**config.mk**
```make
export PLATFORM = sky130hd
export DESIGN_NAME = burst_col_gen
export DESIGN_NICKNAME = d
export VERILOG_FILES = /design/src/rtl/bcg_pkg.sv /design/src/rtl/bcg_ctrl.sv /design/src/rtl/bcg_dp.sv /design/src/rtl/burst_col_gen.sv
export SDC_FILE = /design/constraint.sdc
export NUM_CORES = 1
export LEC_CHECK = 0
export BUFFER_PORTS_ARGS = -buffer_cell sky130_fd_sc_hd__buf_2
export CAP_MARGIN = 10
export CORE_ASPECT_RATIO = 1.4
export CORE_MARGIN = 5
export CORE_UTILIZATION = 51
export CTS_BUF_LIST = sky130_fd_sc_hd__clkbuf_2 sky130_fd_sc_hd__clkbuf_4 sky130_fd_sc_hd__clkbuf_8
export CTS_CLUSTER_DIAMETER = 40
export CTS_CLUSTER_SIZE = 16
export DETAILED_ROUTE_END_ITERATION = 8
export PLACE_DENSITY_LB_ADDON = 0.2
export SYNTH_ARGS = -nofsm -noshare
export SYNTH_HDL_FRONTEND = slang
export SYNTH_SLANG_ARGS = --single-unit
```
**constraint.sdc**
```tcl
create_clock -name clk -period 2.1 [get_ports clk]
set_input_delay 0.105 -clock clk [delete_from_list [all_inputs] [get_ports clk]]
set_output_delay 0.105 -clock clk [all_outputs]
set_load 0.05 [all_outputs]
```
**src/rtl/bcg_pkg.sv**
```systemverilog
package bcg_pkg;
  typedef struct packed {
    logic loadEn;
    logic stepEn;
    logic stopEn;
  } bcg_strobe_t;
endpackage

```
**src/rtl/bcg_ctrl.sv**
```systemverilog
module bcg_ctrl
  import bcg_pkg::*;
(
  input  logic        clk,
  input  logic        rstN,
  input  logic        load,
  input  logic        advance,
  input  logic        terminate,
  input  logic        atLast,
  output bcg_strobe_t strb,
  output logic        active
);

  always_comb begin
    strb.loadEn = load;
    strb.stopEn = !load && active && (terminate || (advance && atLast));
    strb.stepEn = !load && active && !terminate && advance && !atLast;
  end

  always_ff @(posedge clk or negedge rstN) begin
    if (!rstN)            active <= 1'b0;
    else if (strb.loadEn) active <= 1'b1;
    else if (strb.stopEn) active <= 1'b0;
  end

  assert_load_starts_R2: assert property (@(posedge clk) disable iff (!rstN)
    load |=> active);
  assert_term_stops_R9: assert property (@(posedge clk) disable iff (!rstN)
    (terminate && !load) |=> !active);
  assert_last_ends_R7: assert property (@(posedge clk) disable iff (!rstN)
    (active && advance && atLast && !load) |=> !active);
  assert_idle_holds_R10: assert property (@(posedge clk) disable iff (!rstN)
    (!active && !load) |=> !active);

endmodule

```
**src/rtl/bcg_dp.sv**
```systemverilog
module bcg_dp
  import bcg_pkg::*;
#(
  parameter int COL_W       = 8,
  parameter int CODE_W      = 3,
  parameter int MAX_LEN_LOG = 3
) (
  input  logic              clk,
  input  logic              rstN,
  input  bcg_strobe_t       strb,
  input  logic [COL_W-1:0]  startCol,
  input  logic [CODE_W-1:0] lenCode,
  input  logic              interleave,
  output logic [COL_W-1:0]  col,
  output logic              atLast,
  output logic              fullMode
);

  logic [COL_W-1:0]  baseCol;
  logic [COL_W-1:0]  beatCnt;
  logic [CODE_W-1:0] codeQ;
  logic              ilQ;
  logic [COL_W-1:0]  mask;
  logic [COL_W-1:0]  sumCol;

  always_ff @(posedge clk or negedge rstN) begin
    if (!rstN) begin
      baseCol <= '0;
      beatCnt <= '0;
      codeQ   <= '0;
      ilQ     <= 1'b0;
    end else if (strb.loadEn) begin
      baseCol <= startCol;
      beatCnt <= '0;
      codeQ   <= lenCode;
      ilQ     <= interleave;
    end else if (strb.stepEn) begin
      beatCnt <= beatCnt + COL_W'(1);
    end
  end

  assign fullMode = (int'(codeQ) > MAX_LEN_LOG);
  assign sumCol   = baseCol + beatCnt;

  for (genvar i = 0; i < COL_W; i++) begin : g_bit
    assign mask[i] = fullMode || (i < int'(codeQ));
    assign col[i]  = !mask[i] ? baseCol[i] :
                     (ilQ && !fullMode) ? (baseCol[i] ^ beatCnt[i]) : sumCol[i];
  end

  assign atLast = !fullMode && (beatCnt == mask);

  assert_load_col_R2: assert property (@(posedge clk) disable iff (!rstN)
    strb.loadEn |=> (col == $past(startCol)) && (beatCnt == '0));
  assert_step_count_R3: assert property (@(posedge clk) disable iff (!rstN)
    strb.stepEn |=> beatCnt == $past(beatCnt) + COL_W'(1));
  assert_hold_col_R3: assert property (@(posedge clk) disable iff (!rstN)
    (!strb.stepEn && !strb.loadEn) |=> $stable(col));
  assert_full_nolast_R8: assert property (@(posedge clk) disable iff (!rstN)
    fullMode |-> !atLast);
  assert_full_step_R8: assert property (@(posedge clk) disable iff (!rstN)
    (strb.stepEn && fullMode) |=> col == $past(col) + COL_W'(1));

endmodule

```
**src/rtl/burst_col_gen.sv**
```systemverilog
module burst_col_gen
  import bcg_pkg::*;
#(
  parameter int COL_W       = 8,
  parameter int CODE_W      = 3,
  parameter int MAX_LEN_LOG = 3
) (
  input  logic              clk,
  input  logic              rstN,
  input  logic              load,
  input  logic [COL_W-1:0]  startCol,
  input  logic [CODE_W-1:0] lenCode,
  input  logic              interleave,
  input  logic              advance,
  input  logic              terminate,
  output logic [COL_W-1:0]  col,
  output logic              colValid,
  output logic              lastBeat
);

  bcg_strobe_t strb;
  logic        active;
  logic        atLast;
  logic        fullMode;

  bcg_ctrl u_ctrl (
    .clk(clk), .rstN(rstN), .load(load), .advance(advance),
    .terminate(terminate), .atLast(atLast), .strb(strb), .active(active)
  );

  bcg_dp #(.COL_W(COL_W), .CODE_W(CODE_W), .MAX_LEN_LOG(MAX_LEN_LOG)) u_dp (
    .clk(clk), .rstN(rstN), .strb(strb), .startCol(startCol),
    .lenCode(lenCode), .interleave(interleave), .col(col),
    .atLast(atLast), .fullMode(fullMode)
  );

  assign colValid = active;
  assign lastBeat = active && atLast;

  assert_reset_idle_R1: assert property (@(posedge clk) disable iff (!rstN)
    lastBeat |-> colValid);
  assert_full_nolast_top_R8: assert property (@(posedge clk) disable iff (!rstN)
    fullMode |-> !lastBeat);

endmodule

```
==> results of run 1 <==
==> routing by layer <==
| layer | vias up | track usage (%) | wire length (um) |
|---|---|---|---|
| met5 | - | 0 | 0 |
| met4 | 0 | 3.60 | 19 |
| met3 | 2 | 2.25 | 70 |
| met2 | 12 | 35.1 | 2020 |
| met1 | 646 | 25.5 | 1630 |
| li1 | 646 | - | - |
==> stage by stage <==
stage               util [%]  total power [mW]
floorplan                  -             0.715
global placement        68.7             0.818
detailed placement      68.7             0.829
CTS                     73.1              1.08
global route            78.9              1.16
finish                  78.9              1.10
==> cells by family after synthesis <==
kind of cell,synth area share [%]
buffers and inverters,3.74
AO/OA/AOI/OAI,20.8
adder cells (fa/ha/maj),8.36
AND/OR/NAND/NOR,16.6
flip-flops,36.6
XOR/XNOR,4.27
multiplexers,9.58
==> critical path, cell delays in order, from the launching register on <==
cell and delay (ps):
dfrtp_1 400, ha_1 310, a21o_1 210, a2111oi_4 350, nand4_1 130, o211ai_1 220, xor2_4 170, buf_6 170
==> report_power, final <==
part | internal (mW) | switching, mW
sequential | 0.430 | 0.0274
combinational | 0.197 | 0.239
clock | 0.0868 | 0.123
==> layout make-up <==
type	count	area share, %
clock buffer	4	1.43
inverter	9	1.72
multi-input combinational	106	47.1
sequential	21	24.9
tap	36	2.14
timing repair buffer	62	22.7
==> sequential cells by signal, summed over array words and instances, names as in the netlist <==
register       flops
u_dp.baseCol       8
u_ctrl.active      1
u_dp.ilQ           1
u_dp.beatCnt       8
u_dp.codeQ         3
==> how the worst max path moves through the flow <==
stage	from	end	slack [ps]	depth (start not counted)
after floorplan	u_dp.beatCnt[0]	col[6]	-190	7
after global placement	u_dp.beatCnt[3]	col[7]	-70	7
after detailed placement	u_dp.beatCnt[3]	col[7]	-110	7
after CTS	u_dp.beatCnt[1]	col[7]	-340	7
after global routing	u_dp.beatCnt[1]	col[7]	-410	7
final	u_dp.beatCnt[1]	col[7]	-270	7
==> timing repair <==
| item | 4_1_cts | 5_1_grt |
|---|---|---|
| hold endpoints to repair | 21 | 2 |
| hold buffers | 1 | 2 |
| buffers inserted | 1 | 12 |
| gates resized for setup | 24 | 17 |
| pin swaps | 8 | 13 |
| setup endpoints to repair | 8 | 12 |
==> synth_stat cells, drive strengths merged (2+ instances only) <==
master	number
nand2	10
inv	9
a21o	2
a211oi	2
clkbuf	4
nor3	2
nand4b	3
o21a	2
xor2	5
and2	2
a21oi	8
ha	8
dfrtp	21
and3	4
nor2	5
a2111oi	2
xnor2	2
o21ai	10
or4	2
nand2b	2
nand4	4
mux2	11
o31a	2
or3	2
==> out/results.ini, run 1 <==
[outcome]
outcome = complete, but fails checks
violations = setup timing

[critical_path]
regToRegSetupSlack_ps = 10
reg2reg_to = u_dp.beatCnt[1]
path_class = reg -> out
worstPathRequired_ps = 2000
crit_fanout = 3
timing.rr.start = u_dp.beatCnt[3]
start_kind = flop
end_kind = primary output
critPathArrivalTime_ps = 2270
reg2reg_depth = 7

[layout]
layout_commonest_cell = buf_4
postLayoutCellArea_um2 = 2110
multiInputGateArea_um2 = 992
drive_above_1_share_pct = 52.0
regArea_um2 = 526
final_cells = 238
fillers = 188
diodes = 0
layout_common_cells = buf_4 (28), dfrtp_1 (21), buf_2 (19)
nets = 229
syn2layout_area_growth_pct = 46.7

[timing]
setup_viol = 6
min_period_over_period_pct = 113
rsz0062_at_grt = true
min_period_ps = 2370
max_freq_mhz = 422
layout_setup_ws_ps = -271
skew_ps = 6.07
fin_hold_ws_ps = 9.61
final_max_slew_viol_count = 0
hold_viol_final = 0
relSlewSlack_pct = 66.6
tightest_slew_ps = 500
fin_setup_tns_ps = -1040

[synthesis]
yosysUniqueCellTypes = 47
synth_edf_count = 0
ys_seq_elements = 21
syn-cell-area_um2 = 1440
yosys_most_used_dff = dfrtp_1
synth_nets = 167
yosys_warnings = 0
avgSynthCellArea_um2 = 10.2
yosys-top-cells-area = dfrtp_1 (37%), mux2_2 (7.8%), ha_1 (7.0%)
yosysTopAreaCell = dfrtp_1
synthArstFlopShare_pct = 100
yosys.area.top_type_share_pct = 36.6
ys_seq_area_share_pct = 36.6
syn-instance-count = 141

[clock_tree]
clock_latency_ps = 300
cts.sinks = 21
htreeDepth = 1
clk_pin_slew_ps = 120
numCtsBuffers = 3
clockRootBuffer = clkbuf_4
cts_buffer_depth = 2
cts_tree = done

[detailed_routing]
drc = 0
routed_wl_um = 3730
via_per_inst = 5.49
dr.first_iter.drc_count = 34
antenna_left = 0
drtPass1Iterations = 4
vias = 1306
wl_per_cell_um = 15.7

[placement]
dpl.hpwl_um = 2670
place.gp.congestion = 0.814
dp_cells = 221
post-place-ws_ps = -106
detailed_place.area_um2 = 1840
numPortBuffers = 26

[global_route]
grt_max_degree = 27
grt_use_total_pct = 19.9
grt-ovfl-total = 0
antenna_found_initial = 0
grt_pass1_wl_um = 5970
grt_pass1_vias = 1321

[die]
rows = 22
ios = 27
core_area_um2 = 2670
die_h_um = 72.8
die_w_um = 54.9
die-area_um2 = 3990
initial_core_util_pct = 53.8

[min_path]
min_to = u_dp.codeQ[2]
worstHoldPathType = in -> reg
holdPathStages = 3
worstHoldStart = lenCode[2]

[power_and_ir_drop]
p_per_area_nw_per_um2 = 523
vdd_drop_max_uv = 386
power_leakage_nw = 0.957

[job]
maxCapViolCount = 0

No activity file was read; power rests on OpenSTA's default activity.
==> run 2: changes to the inputs <==
--- a/config.mk
+++ b/config.mk
@@ -5,7 +5,7 @@
 export SDC_FILE = /design/constraint.sdc
 export NUM_CORES = 1
 export LEC_CHECK = 0
-export BUFFER_PORTS_ARGS = -buffer_cell sky130_fd_sc_hd__buf_2
+export BUFFER_PORTS_ARGS = -buffer_cell sky130_fd_sc_hd__buf_4
 export CAP_MARGIN = 10
 export CORE_ASPECT_RATIO = 1.4
 export CORE_MARGIN = 5
==> out/results.ini, run 2 (same netlist as run 1, synthesis figures left out) <==
[outcome]
outcome = complete, but fails checks  ; unchanged
violations = setup timing  ; unchanged

[die]
core_area_um2 = 2670  ; unchanged
die_w_um = 54.9  ; unchanged
rows = 22  ; unchanged
die_h_um = 72.8  ; unchanged
ios = 27  ; unchanged
die-area_um2 = 3990  ; unchanged
initial_core_util_pct = 53.8  ; unchanged

[clock_tree]
htreeDepth = 1  ; unchanged
clk_pin_slew_ps = 120  ; about the same
clock_latency_ps = 310  ; was 300 ps
cts.sinks = 21  ; unchanged
cts_tree = done  ; unchanged
cts_buffer_depth = 2  ; unchanged
numCtsBuffers = 3  ; unchanged
clockRootBuffer = clkbuf_4  ; unchanged

[global_route]
antenna_found_initial = 0  ; unchanged
grt_pass1_wl_um = 5930  ; was 5970 um
grt_max_degree = 28  ; was 27
grt_pass1_vias = 1362  ; was 1,321
grt-ovfl-total = 0  ; unchanged
grt_use_total_pct = 19.8  ; was 19.9%

[min_path]
worstHoldPathType = in -> reg  ; unchanged
worstHoldStart = startCol[6]  ; was lenCode[2]
min_to = u_dp.baseCol[6]  ; was u_dp.codeQ[2]
holdPathStages = 3  ; unchanged

[placement]
post-place-ws_ps = -75.0  ; was -106 ps
place.gp.congestion = 0.850  ; was 0.814
numPortBuffers = 26  ; unchanged
dpl.hpwl_um = 2530  ; was 2670 um

[timing]
fin_setup_tns_ps = -1390  ; was -1040 ps
min_period_ps = 2420  ; was 2370 ps
final_max_slew_viol_count = 0  ; unchanged
min_period_over_period_pct = 115  ; was 113%
relSlewSlack_pct = 73.1  ; was 66.6%
setup_viol = 8  ; was 6
hold_viol_final = 0  ; unchanged
rsz0062_at_grt = true  ; unchanged
layout_setup_ws_ps = -324  ; was -271 ps
skew_ps = 7.22  ; was 6.07 ps
fin_hold_ws_ps = 2.19  ; was 9.61 ps
tightest_slew_ps = 402  ; was 500 ps
max_freq_mhz = 413  ; was 422 MHz

[layout]
drive_above_1_share_pct = 49.5  ; was 52.0%
layout_common_cells = buf_4 (39), dfrtp_1 (21), nand2_1 (10)  ; was buf_4 (28), dfrtp_1 (21), buf_2 (19)
reg_top3 = u_dp.baseCol: 8 flops, u_dp.beatCnt: 8 flops, u_dp.codeQ: 3 flops  ; unchanged
syn2layout_area_growth_pct = 46.3  ; was 46.7%
layout_commonest_cell = buf_4  ; unchanged
final_util_pct = 78.7  ; was 78.9%
diodes = 0  ; unchanged
nets = 221  ; was 229

[detailed_routing]
via_per_inst = 5.69  ; was 5.49
antenna_left = 0  ; unchanged
wl_per_cell_um = 16.4  ; was 15.7 um
routed_wl_um = 3780  ; was 3730 um
drtPass1Iterations = 4  ; unchanged
vias = 1308  ; was 1,306
dr.first_iter.drc_count = 40  ; was 34
drc = 0  ; unchanged

[power_and_ir_drop]
p_total_mw = 1.12  ; was 1.10 mW
power_leakage_nw = 0.943  ; was 0.957 nW
p_per_area_nw_per_um2 = 532  ; was 523 nW/um2
vdd_drop_max_uv = 532  ; was 386 uV

[critical_path]
crit_fanout = 3  ; unchanged
start_kind = flop  ; unchanged
path_class = reg -> out  ; unchanged
regToRegSetupSlack_ps = -70  ; was 10 ps
reg2reg_depth = 7  ; unchanged
timing.rr.start = u_dp.beatCnt[3]  ; unchanged
reg2reg_to = u_dp.beatCnt[1]  ; unchanged
end_kind = primary output  ; unchanged
worstPathRequired_ps = 2000  ; about the same
critPathArrivalTime_ps = 2320  ; was 2270 ps

[job]
maxCapViolCount = 0  ; unchanged

==> run 2: worst max path at each step <==
stage	start	end	slack, ps	depth (start not counted)
global route	u_dp.beatCnt[1]	col[7]	-450	7
floorplan	u_dp.beatCnt[0]	col[6]	-190	7
global placement	u_dp.beatCnt[3]	col[7]	-30	7
finish	u_dp.beatCnt[1]	col[7]	-320	7
detailed placement	u_dp.beatCnt[3]	col[7]	-80	7
CTS	u_dp.beatCnt[1]	col[7]	-370	7
==> run 2: metrics by stage <==
stage / instances / cell area [um2]
finish: 230 / 2100
global route: 230 / 2100
CTS: 223 / 2000
detailed placement: 211 / 1830
global placement: 211 / 1830
floorplan: 141 / 1510
==> run 2: layer usage <==
layer	global-route usage (%)	vias to the layer above	wire length, um
met1	24.7	648	1530
met4	7.48	0	47
met3	2.04	8	87
met2	33.8	24	2120
li1	-	628	-
met5	0	-	0
==> run 2: power breakdown <==
group          leakage [nW]  internal, mW  switching [mW]  total [mW]
sequential            0.265         0.430          0.0287       0.458
combinational         0.660         0.208           0.237       0.444
clock                0.0184        0.0871           0.129       0.216
==> run 2: worst max-delay path, cell delays in order, from the launching register on <==
cell       delay, ps
dfrtp_1          410
ha_1             320
a21o_1           220
a2111oi_4        370
nand4_1          130
o211ai_1         230
xor2_4           170
buf_6            170
==> run 2: repair_timing <==
action,in CTS,in global routing
buffers inserted,6,7
endpoints found under the hold margin,22,1
pin swaps,14,12
resized for setup,22,15
hold buffers,2,1
endpoints found under the setup margin,8,10
==> run 2: final cells by class <==
cell class | count | area [um2]
sequential | 21 | 526
timing repair buffer | 54 | 469
clock buffer | 4 | 30.0
tap | 36 | 45.0
fill | 188 | 568
inverter | 9 | 33.8
multi-input combinational | 106 | 998
==> run 3: changes to the inputs <==
--- a/config.mk
+++ b/config.mk
@@ -14,7 +14,7 @@
 export CTS_CLUSTER_DIAMETER = 40
 export CTS_CLUSTER_SIZE = 16
 export DETAILED_ROUTE_END_ITERATION = 8
-export PLACE_DENSITY_LB_ADDON = 0.2
+export PLACE_DENSITY = 0.77
 export SYNTH_ARGS = -nofsm -noshare
 export SYNTH_HDL_FRONTEND = slang
 export SYNTH_SLANG_ARGS = --single-unit
==> out/results.ini, run 3 (same netlist as run 1, synthesis figures left out) <==
[critical_path]
start_kind = flop  ; unchanged
crit_fanout = 5  ; was 3
slowest_delay_ps = 440  ; was 410 ps
cp-startpoint = u_dp.baseCol[4]  ; was u_dp.beatCnt[1]
reg2reg_to = u_dp.beatCnt[1]  ; unchanged
crit_family = compound AO/OA/AOI/OAI gates  ; unchanged
crit_chain = ha_4 -> and3_4 -> a2111oi_4 -> buf_4 -> o211ai_1 -> xor2_4 -> buf_6  ; was ha_1 -> a21o_1 -> a2111oi_4 -> nand4_1 -> o211ai_1 -> xor2_4 -> buf_6
path_buf_inv = 2  ; was 1
worstPathRequired_ps = 2000  ; about the same
critPathArrivalTime_ps = 2320  ; about the same
regToRegSetupSlack_ps = -140  ; was -70 ps
reg2reg_depth = 7  ; unchanged
worst_path_max_delay_cell = dfrtp_1  ; unchanged
path_class = reg -> out  ; unchanged
end_kind = primary output  ; unchanged
timing.rr.start = u_dp.beatCnt[3]  ; unchanged

[die]
die_w_um = 54.9  ; unchanged
rows = 22  ; unchanged
initial_core_util_pct = 53.8  ; unchanged
die-area_um2 = 3990  ; unchanged
core_area_um2 = 2670  ; unchanged
die_h_um = 72.8  ; unchanged
ios = 27  ; unchanged

[layout]
layout_common_cells = buf_4 (33), dfrtp_1 (21), buf_6 (13)  ; was buf_4 (39), dfrtp_1 (21), nand2_1 (10)
regArea_um2 = 526  ; unchanged
syn2layout_area_growth_pct = 48.5  ; was 46.3%
fillers = 172  ; was 188
reg_top3 = u_dp.baseCol: 8 flops, u_dp.beatCnt: 8 flops, u_dp.codeQ: 3 flops  ; unchanged
multiInputGateArea_um2 = 1050  ; was 998 um2
layout_commonest_cell = buf_4  ; unchanged
final_cells = 226  ; was 230
drive_above_1_share_pct = 52.6  ; was 49.5%
final_util_pct = 79.9  ; was 78.7%
nets = 217  ; was 221
diodes = 0  ; unchanged

[outcome]
violations = setup timing  ; unchanged
outcome = complete, but fails checks  ; unchanged

[global_route]
grt_pass1_wl_um = 5910  ; was 5930 um
grt_pass1_vias = 1305  ; was 1,362
grt_use_total_pct = 20.0  ; was 19.8%
grt_max_degree = 28  ; unchanged
grt-ovfl-total = 0  ; unchanged
antenna_found_initial = 0  ; unchanged

[min_path]
worstHoldPathType = in -> reg  ; unchanged
worstHoldStart = lenCode[2]  ; was startCol[6]
holdPathStages = 3  ; unchanged
min_to = u_dp.codeQ[2]  ; was u_dp.baseCol[6]

[timing]
hold_viol_final = 0  ; unchanged
final_max_slew_viol_count = 0  ; unchanged
relSlewSlack_pct = 74.2  ; was 73.1%
setup_viol = 12  ; was 8
layout_setup_ws_ps = -326  ; was -324 ps
max_freq_mhz = 412  ; was 413 MHz
rsz0062_at_grt = true  ; unchanged
skew_ps = 6.63  ; was 7.22 ps
min_period_over_period_pct = 116  ; was 115%
min_period_ps = 2430  ; was 2420 ps
tightest_slew_ps = 386  ; was 402 ps

[clock_tree]
cts.sinks = 21  ; unchanged
numCtsBuffers = 3  ; unchanged
cts_tree = done  ; unchanged
cts_buffer_depth = 2  ; unchanged
clk_pin_slew_ps = 110  ; was 120 ps
clock_latency_ps = 310  ; about the same
htreeDepth = 1  ; unchanged
clockRootBuffer = clkbuf_4  ; unchanged

[power_and_ir_drop]
p_per_area_nw_per_um2 = 521  ; was 532 nW/um2
vdd_drop_max_uv = 519  ; was 532 uV
power_leakage_nw = 0.928  ; was 0.943 nW

[placement]
dp_cells = 212  ; was 211
dpl.hpwl_um = 2590  ; was 2530 um
place.gp.congestion = 0.835  ; was 0.850
numPortBuffers = 26  ; unchanged

[detailed_routing]
drc = 0  ; unchanged
routed_wl_um = 3710  ; was 3780 um
via_per_inst = 5.73  ; was 5.69
drtPass1Iterations = 4  ; unchanged
wl_per_cell_um = 16.4  ; about the same
vias = 1295  ; was 1,308
antenna_left = 0  ; unchanged
dr.first_iter.drc_count = 35  ; was 40

[job]
maxCapViolCount = 0  ; unchanged

==> run 3: worst max path at each step <==
| stage | depth (start not counted) | to |
|---|---|---|
| 2_1_floorplan | 7 | col[6] |
| 3_3_place_gp | 7 | col[7] |
| 3_5_place_dp | 7 | col[7] |
| 4_1_cts | 7 | col[7] |
| 5_1_grt | 7 | col[7] |
| 6_report | 7 | col[7] |
==> run 3: tightest hold or removal path, cell delays in order <==
cell	delay, ps
buf_4	70
nand2_1	40
o21ai_0	60
==> run 3: routing by layer <==
metal | track usage, % | part of all wire (%) | vias to the layer above
met5 | 0 | 0 | -
met4 | 5.82 | 1.1 | 0
met3 | 2.66 | 2.6 | 4
met2 | 34.2 | 56 | 22
met1 | 25.5 | 40 | 648
li1 | - | - | 621
==> run 3: timing repair <==
action                                  4_1_cts  5_1_grt
setup buffers                                 5        5
endpoints found under the setup margin        7       13
gates resized for setup                      23       26
hold buffers                                  1        0
endpoints found under the hold margin        21        0
pin swaps                                    11       17
==> run 3: metrics by stage <==
| stage | hold slack, ps | setup slack, ps | area, um2 | total power, mW | TNS (ps) |
|---|---|---|---|---|---|
| floorplan | -191 | -193 | 1510 | 0.715 | -290 |
| global placement | 3.98 | -25.0 | 1830 | 0.829 | -25.0 |
| detailed placement | 7.11 | -77.3 | 1830 | 0.839 | -77.3 |
| CTS | 1.65 | -346 | 1980 | 1.09 | -1320 |
| global route | 3.42 | -417 | 2130 | 1.17 | -2360 |
| finish | 3.39 | -326 | 2130 | 1.11 | -1470 |
==> run 3: area by class of cell <==
cell class,count,share of cell area (%)
clock buffers,4,1.41
repair buffers,50,21.1
well taps,36,2.11
multi-input cells,106,49.2
flip-flops and latches,21,24.6
inverters,9,1.58
==> run 3: power by group <==
group          internal [mW]  switching, mW
clock                 0.0872          0.122
sequential             0.430         0.0298
combinational          0.205          0.238
